`src/rtl/irqc_pkg.sv`:
```
// Package: shared constants and helpers for the two-class interrupt controller.
// Assumes a 9-bit byte address and word-aligned register offsets.
package irqc_pkg;

    localparam int DW      = 32;   // bus data width
    localparam int AW      = 9;    // byte address width of the window
    localparam int WORD_AW = AW - 2;
    localparam int CNT_W   = 5;    // wide enough for 30 wait states
    localparam int MAX_WAITS = 30;
    localparam int SOFT_BIT  = 1;

    // Word indices of the registers (byte offset / 4)
    localparam logic [WORD_AW-1:0] W_NSTAT = 7'h00;
    localparam logic [WORD_AW-1:0] W_NRAW  = 7'h01;
    localparam logic [WORD_AW-1:0] W_NEN   = 7'h02;
    localparam logic [WORD_AW-1:0] W_NCLR  = 7'h03;
    localparam logic [WORD_AW-1:0] W_NSOFT = 7'h04;
    localparam logic [WORD_AW-1:0] W_FSTAT = 7'h40;
    localparam logic [WORD_AW-1:0] W_FRAW  = 7'h41;
    localparam logic [WORD_AW-1:0] W_FEN   = 7'h42;
    localparam logic [WORD_AW-1:0] W_FCLR  = 7'h43;

    // Map a requested wait count to the one actually used.
    function automatic int clamp_waits(input int req);
        return (req < 0 || req > MAX_WAITS) ? 0 : req;
    endfunction

endpackage

```
`src/rtl/irqc_wait_seq.sv`:
```
// Module: irqc_wait_seq
// Stretches every bus access by a fixed number of wait cycles.
// Assumes the master holds select until ready is seen high.
module irqc_wait_seq
    import irqc_pkg::*;
#(
    parameter int WAITS_EFF = 0
) (
    input  logic clk,
    input  logic rst_n,
    input  logic sel_i,
    output logic ready_o
);

    localparam logic [CNT_W-1:0] LIMIT = CNT_W'(WAITS_EFF);

    logic [CNT_W-1:0] cnt_q;

    // Ready once the counter has reached the wait limit.
    assign ready_o = sel_i && (cnt_q == LIMIT);

    // Count wait cycles of the access in progress; restart when idle or done.
    always_ff @(posedge clk) begin
        if (!rst_n)
            cnt_q <= '0;
        else if (sel_i && !ready_o)
            cnt_q <= cnt_q + 1'b1;
        else
            cnt_q <= '0;
    end

endmodule

```
`src/rtl/irqc_norm_bank.sv`:
```
// Module: irqc_norm_bank
// Normal-class registers: raw status sampled from lines 1..NSRC-1 plus
// the soft bit, enable with set/clear strobes, and masked status.
// Assumes NSRC >= 2 so that the soft bit position exists.
module irqc_norm_bank
    import irqc_pkg::*;
#(
    parameter int NSRC = 32
) (
    input  logic            clk,
    input  logic            rst_n,
    input  logic [NSRC-1:1] lines_i,
    input  logic            set_we_i,
    input  logic            clr_we_i,
    input  logic            soft_we_i,
    input  logic [NSRC-1:0] wdata_i,
    output logic [NSRC-1:0] raw_o,
    output logic [NSRC-1:0] en_o,
    output logic [NSRC-1:0] stat_o,
    output logic            soft_o
);

    logic [NSRC-1:0] raw_d;
    logic [NSRC-1:0] raw_q;
    logic [NSRC-1:0] en_q;
    logic            soft_q;

    // Lane 0 never carries a normal source.
    assign raw_d[0] = 1'b0;

    // Build each raw lane from its line, ORing the soft bit into its lane.
    for (genvar k = 1; k < NSRC; k++) begin : g_lane
        if (k == SOFT_BIT) begin : g_soft
            assign raw_d[k] = lines_i[k] | soft_q;
        end else begin : g_plain
            assign raw_d[k] = lines_i[k];
        end
    end

    // Sample line levels every cycle.
    always_ff @(posedge clk) begin
        if (!rst_n) raw_q <= '0;
        else        raw_q <= raw_d;
    end

    // Enable: set ORs in, clear removes; lane 0 held at zero.
    always_ff @(posedge clk) begin
        if (!rst_n)
            en_q <= '0;
        else if (set_we_i)
            en_q <= (en_q | wdata_i) & ~NSRC'(1);
        else if (clr_we_i)
            en_q <= en_q & ~wdata_i;
    end

    // Soft-interrupt bit under program control.
    always_ff @(posedge clk) begin
        if (!rst_n)         soft_q <= 1'b0;
        else if (soft_we_i) soft_q <= wdata_i[SOFT_BIT];
    end

    assign raw_o  = raw_q;
    assign en_o   = en_q;
    assign stat_o = raw_q & en_q;
    assign soft_o = soft_q;

endmodule

```
`src/rtl/irqc_fast_bank.sv`:
```
// Module: irqc_fast_bank
// Fast-class registers: one-bit raw status sampled from line 0, one-bit
// enable with set/clear strobes, and masked status.
// Assumes only data bit 0 is meaningful for this class.
module irqc_fast_bank (
    input  logic clk,
    input  logic rst_n,
    input  logic line_i,
    input  logic set_we_i,
    input  logic clr_we_i,
    input  logic wbit_i,
    output logic raw_o,
    output logic en_o,
    output logic stat_o
);

    logic raw_q;
    logic en_q;

    // Sample the fast line every cycle.
    always_ff @(posedge clk) begin
        if (!rst_n) raw_q <= 1'b0;
        else        raw_q <= line_i;
    end

    // Enable bit: set on a 1 to the set word, cleared by a 1 to the clear word.
    always_ff @(posedge clk) begin
        if (!rst_n)
            en_q <= 1'b0;
        else if (set_we_i && wbit_i)
            en_q <= 1'b1;
        else if (clr_we_i && wbit_i)
            en_q <= 1'b0;
    end

    assign raw_o  = raw_q;
    assign en_o   = en_q;
    assign stat_o = raw_q & en_q;

endmodule

```
`src/rtl/irqc_req_drv.sv`:
```
// Module: irqc_req_drv
// Registers an active-high request level into an active-low output, so
// the wire to the processor changes only on clock edges.
module irqc_req_drv (
    input  logic clk,
    input  logic rst_n,
    input  logic active_i,
    output logic req_n_o
);

    logic req_n_q;

    // Hold the request deasserted in reset; otherwise follow the level.
    always_ff @(posedge clk) begin
        if (!rst_n) req_n_q <= 1'b1;
        else        req_n_q <= ~active_i;
    end

    assign req_n_o = req_n_q;

endmodule

```
`src/rtl/irqc_top.sv`:
```
// Module: irqc_top
// Two-class level interrupt controller with a wait-stated register bus.
// Line 0 feeds only the fast class; lines 1..NSRC-1 feed the normal class.
// Assumes NSRC is between 2 and 32 and the master holds each access
// steady until ready is high.
module irqc_top
    import irqc_pkg::*;
#(
    parameter int NSRC  = 32,
    parameter int WAITS = 0
) (
    input  logic            clk,
    input  logic            rst_n,
    input  logic [NSRC-1:0] src_i,
    input  logic            bus_sel_i,
    input  logic            bus_wr_i,
    input  logic [AW-1:0]   bus_addr_i,
    input  logic [DW-1:0]   bus_wdata_i,
    output logic [DW-1:0]   bus_rdata_o,
    output logic            bus_ready_o,
    output logic            irq_n_o,
    output logic            fiq_n_o
);

    localparam int WAITS_EFF = clamp_waits(WAITS);

    logic [WORD_AW-1:0] widx;
    logic               wr_go;
    logic [NSRC-1:0]    nraw_w, nen_w, nstat_w;
    logic               soft_w;
    logic               fraw_w, fen_w, fstat_w;
    logic [1:0]         unused_addr_lo;
    logic [DW-1:0]      unused_wdata;

    assign widx           = bus_addr_i[AW-1:2];
    assign unused_addr_lo = bus_addr_i[1:0];
    assign unused_wdata   = bus_wdata_i;
    assign wr_go          = bus_sel_i && bus_wr_i && bus_ready_o;

    irqc_wait_seq #(.WAITS_EFF(WAITS_EFF)) u_wait (
        .clk     (clk),
        .rst_n   (rst_n),
        .sel_i   (bus_sel_i),
        .ready_o (bus_ready_o)
    );

    irqc_norm_bank #(.NSRC(NSRC)) u_norm (
        .clk       (clk),
        .rst_n     (rst_n),
        .lines_i   (src_i[NSRC-1:1]),
        .set_we_i  (wr_go && widx == W_NEN),
        .clr_we_i  (wr_go && widx == W_NCLR),
        .soft_we_i (wr_go && widx == W_NSOFT),
        .wdata_i   (bus_wdata_i[NSRC-1:0]),
        .raw_o     (nraw_w),
        .en_o      (nen_w),
        .stat_o    (nstat_w),
        .soft_o    (soft_w)
    );

    irqc_fast_bank u_fast (
        .clk      (clk),
        .rst_n    (rst_n),
        .line_i   (src_i[0]),
        .set_we_i (wr_go && widx == W_FEN),
        .clr_we_i (wr_go && widx == W_FCLR),
        .wbit_i   (bus_wdata_i[0]),
        .raw_o    (fraw_w),
        .en_o     (fen_w),
        .stat_o   (fstat_w)
    );

    irqc_req_drv u_irq (
        .clk      (clk),
        .rst_n    (rst_n),
        .active_i (|nstat_w),
        .req_n_o  (irq_n_o)
    );

    irqc_req_drv u_fiq (
        .clk      (clk),
        .rst_n    (rst_n),
        .active_i (fstat_w),
        .req_n_o  (fiq_n_o)
    );

    // Read multiplexer: readable words by index, everything else zero.
    always_comb begin
        bus_rdata_o = '0;
        if (bus_sel_i && !bus_wr_i) begin
            case (widx)
                W_NSTAT: bus_rdata_o = DW'(nstat_w);
                W_NRAW:  bus_rdata_o = DW'(nraw_w);
                W_NEN:   bus_rdata_o = DW'(nen_w);
                W_NSOFT: bus_rdata_o = DW'({soft_w, 1'b0});
                W_FSTAT: bus_rdata_o = DW'(fstat_w);
                W_FRAW:  bus_rdata_o = DW'(fraw_w);
                W_FEN:   bus_rdata_o = DW'(fen_w);
                default: bus_rdata_o = '0;
            endcase
        end
    end

endmodule

```
`config.mk`:
```
export PLATFORM = sky130hd
export DESIGN_NAME = irqc_top
export DESIGN_NICKNAME = d
export VERILOG_FILES = /design/src/rtl/irqc_pkg.sv /design/src/rtl/irqc_wait_seq.sv /design/src/rtl/irqc_norm_bank.sv /design/src/rtl/irqc_fast_bank.sv /design/src/rtl/irqc_req_drv.sv /design/src/rtl/irqc_top.sv
export SDC_FILE = /design/constraint.sdc
export NUM_CORES = 1
export LEC_CHECK = 0
export CAP_MARGIN = 20
export CORE_MARGIN = 1.5
export CORE_UTILIZATION = 31
export CTS_BUF_LIST = sky130_fd_sc_hd__clkbuf_16
export CTS_CLUSTER_DIAMETER = 80
export CTS_CLUSTER_SIZE = 8
export DETAILED_ROUTE_END_ITERATION = 8
export GPL_TIMING_DRIVEN = 0
export PLACE_DENSITY_LB_ADDON = 0.05
export SYNTH_ARGS = -nofsm -noshare
export SYNTH_HDL_FRONTEND = slang
export SYNTH_SLANG_ARGS = --single-unit
```
`constraint.sdc`:
```
create_clock -name clk -period 2.1 [get_ports clk]
set_input_delay 0.315 -clock clk [delete_from_list [all_inputs] [get_ports clk]]
set_output_delay 0.315 -clock clk [all_outputs]
set_load 0.01 [all_outputs]
```
Word-level counts from Yosys, hierarchy flattened:

Index checks and enable logic that the tools add are counted.

* register bits: 74
* input port bits: 77
* output and inout port bits: 35

* add/sub/neg operators: 1
* equal/unequal tests: 8
* mux-type cells: 6
* bitwise logic cells: 9
* reduce and logical (&&, ||, !) cells: 21

Operators with widths (count)
* $pmux 32 s7: 1
* $mux 32: 3
* $and 32x32->32: 2
* $not 32->32: 1
* $or 32x32->32: 1
* $reduce_or 32->1: 1
* $eq 7x7->1 const B: 4
* $eq 7x2->1 const B: 2
* $logic_and 1x1->1: 12
* $eq 7x1->1 const B: 1
* $eq 7x3->1 const B: 1
* $logic_not 7->1: 1
* $add 5x1->5 const B: 1
* $logic_not 5->1: 1
* $reduce_bool 2->1: 2
* $not 1->1: 3
* $logic_not 1->1: 2
* $mux 1: 2
* $reduce_and 2->1: 1
* $reduce_or 2->1: 1
* $and 1x1->1: 1
* $or 1x1->1: 1

Longest topological paths before layout:

Gate-level depths: netlist (run 1).

* depth after elaboration: 7
* depth in mapped cells: 8
* gate-level depth less buffers: 6

Cells and area by module:

A second synthesis (run 1) with hierarchy kept.

* cells, all modules: 465
* area, all modules: 4126.5 um^2

Modules (own cells, without submodules)
* irqc_norm_bank: times used 1, cells an instance 242, area an instance 2381.0 um^2, sequential area each 1281.2 um^2
* irqc_top: times used 1, cells an instance 189, area an instance 1391.3 um^2, sequential area each 0.0 um^2
* irqc_wait_seq: times used 1, cells an instance 23, area an instance 234.0 um^2, sequential area each 100.1 um^2
* irqc_fast_bank: times used 1, cells an instance 7, area an instance 72.6 um^2, sequential area each 40.0 um^2
* irqc_req_drv: times used 2, cells an instance 2, area an instance 23.8 um^2, sequential area each 20.0 um^2

Worst setup path before layout (run 1):

Ideal clock, no wire load.

* path type: input to output
* from: in bus_addr_i[7]
* to: out bus_rdata_o[10]
* data arrival time: 1.458 ns
* data required time: 1.785 ns
* slack: 0.327 ns
* stages on the path: 5
* buffers on the path: 1
* path through: nor3b_1 -> nand2_1 -> a2111o_1 -> clkbuf_1 -> nor2_1

* longest elaborated chain between the ends: 3
* elaborated cells between the ends (all ways): 9
* classes of those cells: 6 x eq/ne; 2 x mux; 1 x reduce/logical

Ends and longest elaborated chain
* from (decl): RTL line irqc_top.sv:17 `input logic [AW-1:0] bus_addr_i,`
* $eq 7x7->1, or another cell as far along: RTL line irqc_top.sv:91 `case (widx)`
* $pmux 32 s7 (*): RTL line irqc_top.sv:91
* $mux 32 (*): RTL line irqc_top.sv:90 `if (bus_sel_i && !bus_wr_i) begin`
* to (decl): RTL line irqc_top.sv:19 `output logic [DW-1:0] bus_rdata_o,`

Every way passes the cells marked *; elsewhere a longest branch is shown, timed or not.

Final worst setup path (run 1):

* from: in bus_addr_i[5]
* to: out bus_rdata_o[13]

Same word-level chain as after synthesis.

==> results.json, run 1 <==
{
  "status": "finished, final reports clean",
  "viasPerCell": 5.077,
  "ioPinCount": 112,
  "vdd_ir_drop_max_mv": 0.4694,
  "grt_pass1_vias": 3197,
  "die_h_um": 103.6,
  "finalHoldViolCount": 0,
  "synth_cells": 358,
  "slew_headroom_pct": 55.83,
  "seqPwrFrac_pct": 42.3,
  "cpMaxStageDelayCell": "a2111o_1",
  "async_flop_share_pct": 0,
  "die_area_um2": 10720,
  "ys.flop_type": "dfxtp_1",
  "start_util_pct": 32.07,
  "avgSynthCellArea_um2": 8.755,
  "clkPwrFrac_pct": 48.2,
  "rrSetupSlack_ns": 0.17,
  "tritoncts": "yes",
  "finalWeightedCongestion": 0.7768,
  "seq_area_frac_synth_pct": 46.63,
  "crit_type": "in -> out",
  "cts_sinks": 73,
  "cp_top_family": "buffers and inverters",
  "place_inst": 598,
  "gr-usage-all-layers_pct": 20.66,
  "timing.fmax_ghz": 0.4943,
  "wl_um": 10810,
  "fp-row-count": 36,
  "area_delta_synth_final_pct": 58.36,
  "layout.cells.non_filler": 623,
  "p_sw_mw": 0.7710,
  "p_leak_nw": 2.147,
  "setup.worst_path.end": "bus_rdata_o[13]",
  "antenna_cells": 0,
  "drt-wirelength-per-cell_um": 17.35,
  "dpl.hpwl_um": 7556,
  "drive_gt1_share_pct": 19.59,
  "reg2reg_from": "u_wait.cnt_q[0]$_SDFF_PN0_",
  "synthesis.nets": 437,
  "skew_ns": 0.006066,
  "final.min_clock_period_ns": 2.023,
  "endpoint_kind": "output port",
  "cts_max_level": 3,
  "tightestPinTransition_ns": 0.6626,
  "drv_slew": 0,
  "setup_viol": 0,
  "layout.cells.most_common": "dfxtp_1",
  "switching_share_pct": 22.64,
  "worstPathCellList": "dlygate4sd2_1 > nor2_1 > nand2_2 > a2111o_1 > buf_6 > clkbuf_16 > nor2_4 > buf_2",
  "path_buf_inv": 4,
  "synth_cell_types": 38,
  "cts_buffers": 9,
  "core_area_um2": 9774,
  "r2r_end": "u_norm.en_o[27]$_SDFFE_PN0P_",
  "cts_buffer_depth": 2,
  "grt_pass1_wl_um": 17260,
  "final_cell_mix": "dfxtp_1, clkdlybuf4s50_1, nand2_1",
  "yosysWarningCount": 0,
  "drtPass1Iterations": 4,
  "final_antenna_net_count": 0,
  "path_max_fanout": 5,
  "clk_pin_slew_ns": 0.06,
  "antenna_found_initial": 0,
  "crit_required_ns": 1.78,
  "drt_iter0_drc": 106,
  "io_buffers": 107,
  "die_x_um": 103.6,
  "cp.arrival_ns": 1.71,
  "synth_area_um2": 3134,
  "slowest_delay_ns": 0.35,
  "hold_ws_ns": 0.3716,
  "startpoint_type": "primary input",
  "n_fill_cell": 956,
  "final_net_count": 564,
  "maxCapViolCount": 0,
  "ys_ff_latch": 73,
  "grt_overflow_total": 0,
  "drc_errors": 0,
  "hp-class": "in -> reg",
  "synth_edf_count": 0,
  "holdBufCountCts": 0,
  "cts_root_buf": "clkbuf_16",
  "pwr-share-comb_pct": 9.6,
  "fin_crit_sh_pct": 96.33,
  "rsz0062_at_grt": "false",
  "crit_cells": 8,
  "clock_latency_ns": 0.33,
  "worstRegToRegCells": 9,
  "power_mw": 3.405,
  "startpoint": "bus_addr_i[5]",
  "grt_max_degree": 14,
  "power.density_nw_per_um2": 686.0,
  "vias": 3163,
  "power.internal_mw": 2.634
}
==> worst register-to-register path, stage by stage (launching register included) <==
cell and delay (ns):
dfxtp_1 0.33, inv_1 0.06, ha_1 0.14, nor4b_4 0.20, buf_4 0.16, and4_1 0.18
buf_2 0.18, buf_2 0.28, a31oi_1 0.12, a21o_1 0.18
==> cell families (layout without fill, tap and decap cells) <==
logic type,after synthesis,count (layout),synth area share (%)
adder cells (fa/ha/maj),2,2,0.7983
XOR/XNOR,3,3,0.8385
flip-flops,73,73,46.63
buffers and inverters,34,166,4.790
multiplexers,2,2,0.6387
AND/OR/NAND/NOR,128,128,20.52
AO/OA/AOI/OAI,116,116,25.79
==> routing by layer <==
metal  part of all wire, %  vias to the layer above  routed length (µm)  track usage, %
li1                      -                     1552                   -               -
met1                    48                     1499                5154           28.74
met2                    46                       98                5007           32.57
met3                   4.6                       14                 498           3.524
met4                   1.4                        0                 150           6.647
met5                     0                        -                   0               0
==> how the worst min path moves through the flow <==
| stage | from | to | slack (ns) | depth (start not counted) |
|---|---|---|---|---|
| 2_1_floorplan | u_fast.en_o$_SDFFE_PN0P_ | u_fiq.req_n_o$_SDFF_PN1_ | 0.38 | 1 |
| 3_3_place_gp | u_fast.en_o$_SDFFE_PN0P_ | u_fiq.req_n_o$_SDFF_PN1_ | 0.41 | 1 |
| 3_5_place_dp | u_fast.raw_o$_SDFF_PN0_ | u_fiq.req_n_o$_SDFF_PN1_ | 0.40 | 1 |
| 4_1_cts | bus_sel_i | u_wait.cnt_q[1]$_SDFF_PN0_ | 0.37 | 3 |
| 5_1_grt | bus_sel_i | u_wait.cnt_q[1]$_SDFF_PN0_ | 0.39 | 3 |
| 6_report | bus_sel_i | u_wait.cnt_q[1]$_SDFF_PN0_ | 0.37 | 3 |
==> power by group through the flow <==
stage               Sequential (mW)  Clock [mW]  Combinational (mW)
CTS                            1.44        1.66               0.325
global placement               1.47           0               0.304
finish                         1.44        1.64               0.326
detailed placement             1.47           0               0.305
global route                   1.44        1.73               0.351
floorplan                      1.46           0               0.107
==> final cells by class <==
| type | count | area [µm²] | share of cell area, % |
|---|---|---|---|
| Clock inverter | 7 | 96.34 | 1.941 |
| Multi-Input combinational cell | 251 | 1664 | 33.53 |
| Clock buffer | 9 | 225.2 | 4.537 |
| Timing Repair Buffer | 116 | 1129 | 22.74 |
| Inverter | 4 | 15.01 | 0.3025 |
| Buffer | 30 | 206.4 | 4.159 |
| Sequential cell | 73 | 1461 | 29.44 |
| Tap cell | 133 | 166.4 | 3.353 |
==> synthesized netlist by cell type (6+ instances only) <==
master    number  area [µm²]
o22ai_1       32       200.2
and2_1        32       200.2
clkbuf_1      20       75.07
a31oi_1       30       187.7
buf_2          6       30.03
nor2_1        41       153.9
a21o_1        29       217.7
nand2_1       37       138.9
a22o_1         7       61.31
dfxtp_1       73        1461
a221oi_1       7       61.31
==> flip-flops by register name (all words and copies together) (netlist names) <==
| signal | flops |
|---|---|
| u_norm.soft_o | 1 |
| u_fiq.req_n_o | 1 |
| u_wait.cnt_q | 5 |
| u_fast.en_o | 1 |
| u_norm.raw_o | 31 |
| u_norm.en_o | 32 |
| u_irq.req_n_o | 1 |
| u_fast.raw_o | 1 |
==> through the flow <==
| stage | setup TNS [ns] | worst slack, ns | cell area, µm² | utilization, % |
|---|---|---|---|---|
| 2_1_floorplan | 0 | 0.3266 | 3134 | - |
| 3_3_place_gp | -34.89 | -1.018 | 4372 | 44.73 |
| 3_5_place_dp | -34.38 | -0.9939 | 4372 | 44.73 |
| 4_1_cts | 0 | 0.02413 | 4961 | 50.76 |
| 5_1_grt | 0 | 0.0007824 | 4964 | 50.78 |
| 6_report | 0 | 0.07704 | 4964 | 50.78 |
==> what timing repair did <==
action	CTS	global route
pin swaps	13	1
setup endpoints to repair	33	21
resized for setup	205	1
gates cloned	2	0
buffers inserted	7	0
hold endpoints to repair	0	0
No activity file was read; power rests on OpenSTA's default activity.
==> run 2, diff against run 1 <==
Settings changed: PLACE_DENSITY_LB_ADDON 0.05 to default.
==> results.json, run 2 (synthesized netlist as in run 1, its figures left out) <==
{
  "finalHoldViolCount": 0,
  "pre_cts_slack_ns": -0.9707,
  "crit_type": "in -> out",
  "cp.arrival_ns": 1.76,
  "power.density_nw_per_um2": 682.5,
  "antenna_cells": 0,
  "slew_headroom_pct": 61.88,
  "wl_um": 10680,
  "reg2reg_from": "u_wait.cnt_q[0]$_SDFF_PN0_",
  "drive_gt1_share_pct": 20.57,
  "fin_crit_sh_pct": 99.02,
  "grt_pass1_vias": 3179,
  "die_h_um": 103.6,
  "vdd_ir_drop_max_mv": 0.4047,
  "cts_root_buf": "clkbuf_16",
  "final.min_clock_period_ns": 2.079,
  "hold_path_depth": 3,
  "register_area_um2": 1461,
  "largest_reg_flops": 32,
  "drt-wirelength-per-cell_um": 17.11,
  "drtPass1Iterations": 4,
  "endpoint_kind": "output port",
  "power_mw": 3.387,
  "grt_pass1_wl_um": 16590,
  "r2r_end": "u_norm.en_o[17]$_SDFFE_PN0P_",
  "viasPerCell": 5.091,
  "dpl.hpwl_um": 7691,
  "grt_overflow_total": 0,
  "hold_end": "u_norm.soft_o$_SDFFE_PN0P_",
  "p_leak_nw": 2.165,
  "gr-usage-all-layers_pct": 19.69,
  "layout.cells.most_common": "dfxtp_1",
  "grt_max_degree": 14,
  "final_cell_mix": "dfxtp_1, clkdlybuf4s50_1, nand2_1",
  "vias": 3177,
  "tritoncts": "yes",
  "antenna_found_initial": 0,
  "maxCapViolCount": 0,
  "setup_viol": 0,
  "cts_buffers": 9,
  "n_fill_cell": 954,
  "drv_slew": 0,
  "timing.fmax_ghz": 0.4809,
  "startpoint_type": "primary input",
  "start_util_pct": 32.07,
  "skew_ns": 0.007274,
  "worstRegToRegCells": 9,
  "area_delta_synth_final_pct": 58.32,
  "cts_buffer_depth": 2,
  "clk_pin_slew_ns": 0.05,
  "path_max_fanout": 10,
  "final_antenna_net_count": 0,
  "finalWeightedCongestion": 0.7982,
  "cts_max_level": 3,
  "hold_ws_ns": 0.3325,
  "io_buffers": 107,
  "ioPinCount": 112,
  "die_area_um2": 10720,
  "holdBufCountCts": 0,
  "crit_required_ns": 1.78,
  "tightestPinTransition_ns": 0.5719,
  "fp-row-count": 36,
  "core_area_um2": 9774,
  "hp-class": "in -> reg",
  "cts_sinks": 73,
  "rsz0062_at_grt": "true",
  "drc_errors": 0,
  "drt_iter0_drc": 149,
  "fin_util_pct": 50.77,
  "clock_latency_ns": 0.33,
  "rrSetupSlack_ns": 0.16,
  "setup_slack_ns": 0.02056,
  "final_net_count": 565,
  "die_x_um": 103.6,
  "hold_start": "bus_addr_i[5]",
  "multi_input_area_um2": 1667,
  "status": "finished, final reports clean"
}
run 2: area by class of cell:
cell class                 instances  share of cell area [%]
multi-input combinational        251                   33.59
buffer                            29                   3.908
timing repair buffer             118                   22.94
sequential                        73                   29.45
clock buffer                       9                   4.539
clock inverter                     7                   1.916
inverter                           4                  0.3026
tap                              133                   3.354
run 2: worst max path at each step:
stage | startpoint | slack (ns) | depth (start not counted) | end
2_1_floorplan | bus_addr_i[7] | 0.33 | 5 | bus_rdata_o[10]
3_3_place_gp | bus_sel_i | -0.99 | 7 | bus_rdata_o[27]
3_5_place_dp | bus_sel_i | -0.97 | 7 | bus_rdata_o[27]
4_1_cts | bus_addr_i[6] | -0.008 | 8 | bus_rdata_o[7]
5_1_grt | bus_addr_i[2] | -0.03 | 6 | bus_rdata_o[3]
6_report | bus_addr_i[2] | 0.02 | 6 | bus_rdata_o[3]
run 2: timing repair:
item	CTS	global route
gates cloned	3	0
pin swaps	19	3
endpoints found under the setup margin	33	33
setup buffers	7	1
resized for setup	208	9
run 2: where the power goes:
part           internal, mW  total (mW)  switching [mW]
logic                 0.174       0.323           0.149
clock network          1.04        1.63           0.586
registers              1.42        1.44          0.0192
total                  2.63        3.39           0.754
run 2: worst max-delay path, stage by stage:
cell,delay (ns)
clkbuf_1,0.25
clkbuf_2,0.30
clkbuf_1,0.43
o22ai_1,0.20
nor2_4,0.15
buf_6,0.11
run 2: per-stage QoR:
stage | cell area [µm²] | setup TNS, ns | cells
6_report | 4962 | 0 | 624
5_1_grt | 4962 | -0.06796 | 624
4_1_cts | 4985 | -0.01529 | 624
3_5_place_dp | 4372 | -32.09 | 598
3_3_place_gp | 4372 | -33.38 | 598
2_1_floorplan | 3134 | 0 | 358
run 2: routing by layer:
layer,part of all wire (%),global-route usage [%]
met4,2.2,7.341
met3,5.0,3.147
met2,48,32.67
met5,0,0
met1,45,25.78
==> run 3, diff against run 2 <==
Settings changed: CORE_MARGIN 1.5 to default.
Clock period 2.1 ns to 2.5 ns, I/O delays scaled along.
==> results.json, run 3 (synthesized netlist as in run 1, its figures left out) <==
{
  "status": "finished, final reports clean",
  "ioPinCount": 112,
  "p_leak_nw": 2.078,
  "die_area_um2": 10520,
  "rrSetupSlack_ns": 0.58,
  "hp-class": "reg -> reg",
  "slew_headroom_pct": 60.87,
  "pwr-share-comb_pct": 8.7,
  "wl_um": 10390,
  "switching_share_pct": 20.56,
  "cp_top_family": "buffers and inverters",
  "viasPerCell": 5.154,
  "core_area_um2": 9774,
  "endpoint_kind": "output port",
  "setup_viol": 0,
  "drt_iter0_drc": 203,
  "drc_errors": 0,
  "slowest_delay_ns": 0.47,
  "drt-wirelength-per-cell_um": 16.87,
  "die_x_um": 102.6,
  "drive_gt1_share_pct": 18.22,
  "n_fill_cell": 965,
  "vias": 3175,
  "grt_max_degree": 14,
  "antenna_cells": 0,
  "clkPwrFrac_pct": 51.5,
  "place_inst": 598,
  "multi_input_area_um2": 1617,
  "power_mw": 3.038,
  "crit_required_ns": 2.12,
  "power.density_nw_per_um2": 638.4,
  "final_net_count": 557,
  "worstPathCellList": "clkdlybuf4s50_1 > nor2_1 > nand2_2 > a2111o_1 > buf_4 > clkbuf_16 > nor2_2 > buf_2",
  "dpl.hpwl_um": 7693,
  "seqPwrFrac_pct": 39.8,
  "register_area_um2": 1461,
  "cts_root_buf": "clkbuf_16",
  "finalSetupTns_ns": 0,
  "rsz0062_at_grt": "false",
  "cts_max_level": 3,
  "path_buf_inv": 4,
  "grt_pass1_vias": 2990,
  "tritoncts": "yes",
  "tightestPinTransition_ns": 0.5869,
  "final.min_clock_period_ns": 2.400,
  "gr-usage-all-layers_pct": 20.04,
  "startpoint_type": "primary input",
  "area_delta_synth_final_pct": 51.86,
  "cts_sinks": 73,
  "clk_pin_slew_ns": 0.05,
  "finalHoldViolCount": 0,
  "p_sw_mw": 0.6248,
  "finalWeightedCongestion": 0.7938,
  "holdBufCountCts": 0,
  "grt_overflow_total": 0,
  "power.internal_mw": 2.413,
  "cp.arrival_ns": 2.02,
  "largest_reg_flops": 32,
  "final_cell_mix": "clkdlybuf4s50_1, dfxtp_1, buf_2, nand2_1",
  "drtPass1Iterations": 5,
  "layout.cells.non_filler": 616,
  "io_buffers": 107,
  "grt_pass1_wl_um": 15510,
  "hold_ws_ns": 0.4226,
  "cpMaxStageDelayCell": "clkdlybuf4s50_1",
  "crit_type": "in -> out",
  "timing.fmax_ghz": 0.4167,
  "vdd_ir_drop_max_mv": 0.3117,
  "final_antenna_net_count": 0,
  "cts_buffers": 9,
  "cts_buffer_depth": 2,
  "skew_ns": 0.005215,
  "fp-row-count": 36,
  "maxCapViolCount": 0,
  "antenna_found_initial": 0,
  "fin_crit_sh_pct": 95.99,
  "path_max_fanout": 10,
  "die_h_um": 102.6,
  "clock_latency_ns": 0.32,
  "drv_slew": 0,
  "start_util_pct": 32.07
}
[run 3: repair_timing]
item                                    4_1_cts  5_1_grt
resized for setup                           168        0
endpoints found under the setup margin       32        2
setup buffers                                 3        0
pin swaps                                     4        2
[run 3: worst paths after layout]
check / end / depth (start not counted) / from
setup / recovery: bus_rdata_o[29] / 8 / bus_addr_i[5]
hold / removal: u_fiq.req_n_o$_SDFF_PN1_ / 1 / u_fast.en_o$_SDFFE_PN0P_
hold reg to reg: u_fiq.req_n_o$_SDFF_PN1_ / 1 / u_fast.en_o$_SDFFE_PN0P_
setup reg to reg: u_norm.en_o[8]$_SDFFE_PN0P_ / 8 / u_wait.cnt_q[0]$_SDFF_PN0_
[run 3: power by group through the flow]
stage                     clock [mW]  combinational, mW  sequential [mW]
after detailed placement           0              0.254             1.23
after global routing            1.65              0.279             1.21
final                           1.57              0.264             1.21
after floorplan                    0             0.0900             1.23
after CTS                       1.58              0.262             1.21
after global placement             0              0.253             1.23
[run 3: per-stage QoR]
stage               worst slack (ns)  util [%]  instance area, µm²
floorplan                     0.6066         -                3134
global placement             -0.7110     44.73                4372
detailed placement           -0.6960     44.73                4372
CTS                          0.09505     48.69                4760
global route                 0.04206     48.69                4760
finish                        0.1004     48.69                4760
[run 3: worst register-to-register path, stage by stage, from the launching register on]
cell and delay [ns]:
dfxtp_1 0.33, inv_1 0.06, ha_1 0.14, nor4b_4 0.26
and4_1 0.23, buf_2 0.20, buf_2 0.29, a31oi_1 0.13
a21o_1 0.18
[run 3: area by class of cell]
| cell class | instances | share of cell area [%] |
|---|---|---|
| Inverter | 4 | 0.3155 |
| Clock inverter | 7 | 2.997 |
| Buffer | 29 | 3.943 |
| Timing Repair Buffer | 110 | 19.85 |
| Sequential cell | 73 | 30.70 |
| Multi-Input combinational cell | 251 | 33.96 |
| Tap cell | 133 | 3.496 |
| Clock buffer | 9 | 4.732 |
[run 3: per-layer routing]
metal / up-vias / part of all wire [%] / GRT usage [%]
met5: - / 0 / 0
met4: 0 / 1.7 / 7.143
met3: 15 / 5.1 / 3.661
met2: 110 / 48 / 33.44
met1: 1512 / 46 / 25.89
li1: 1538 / - / -
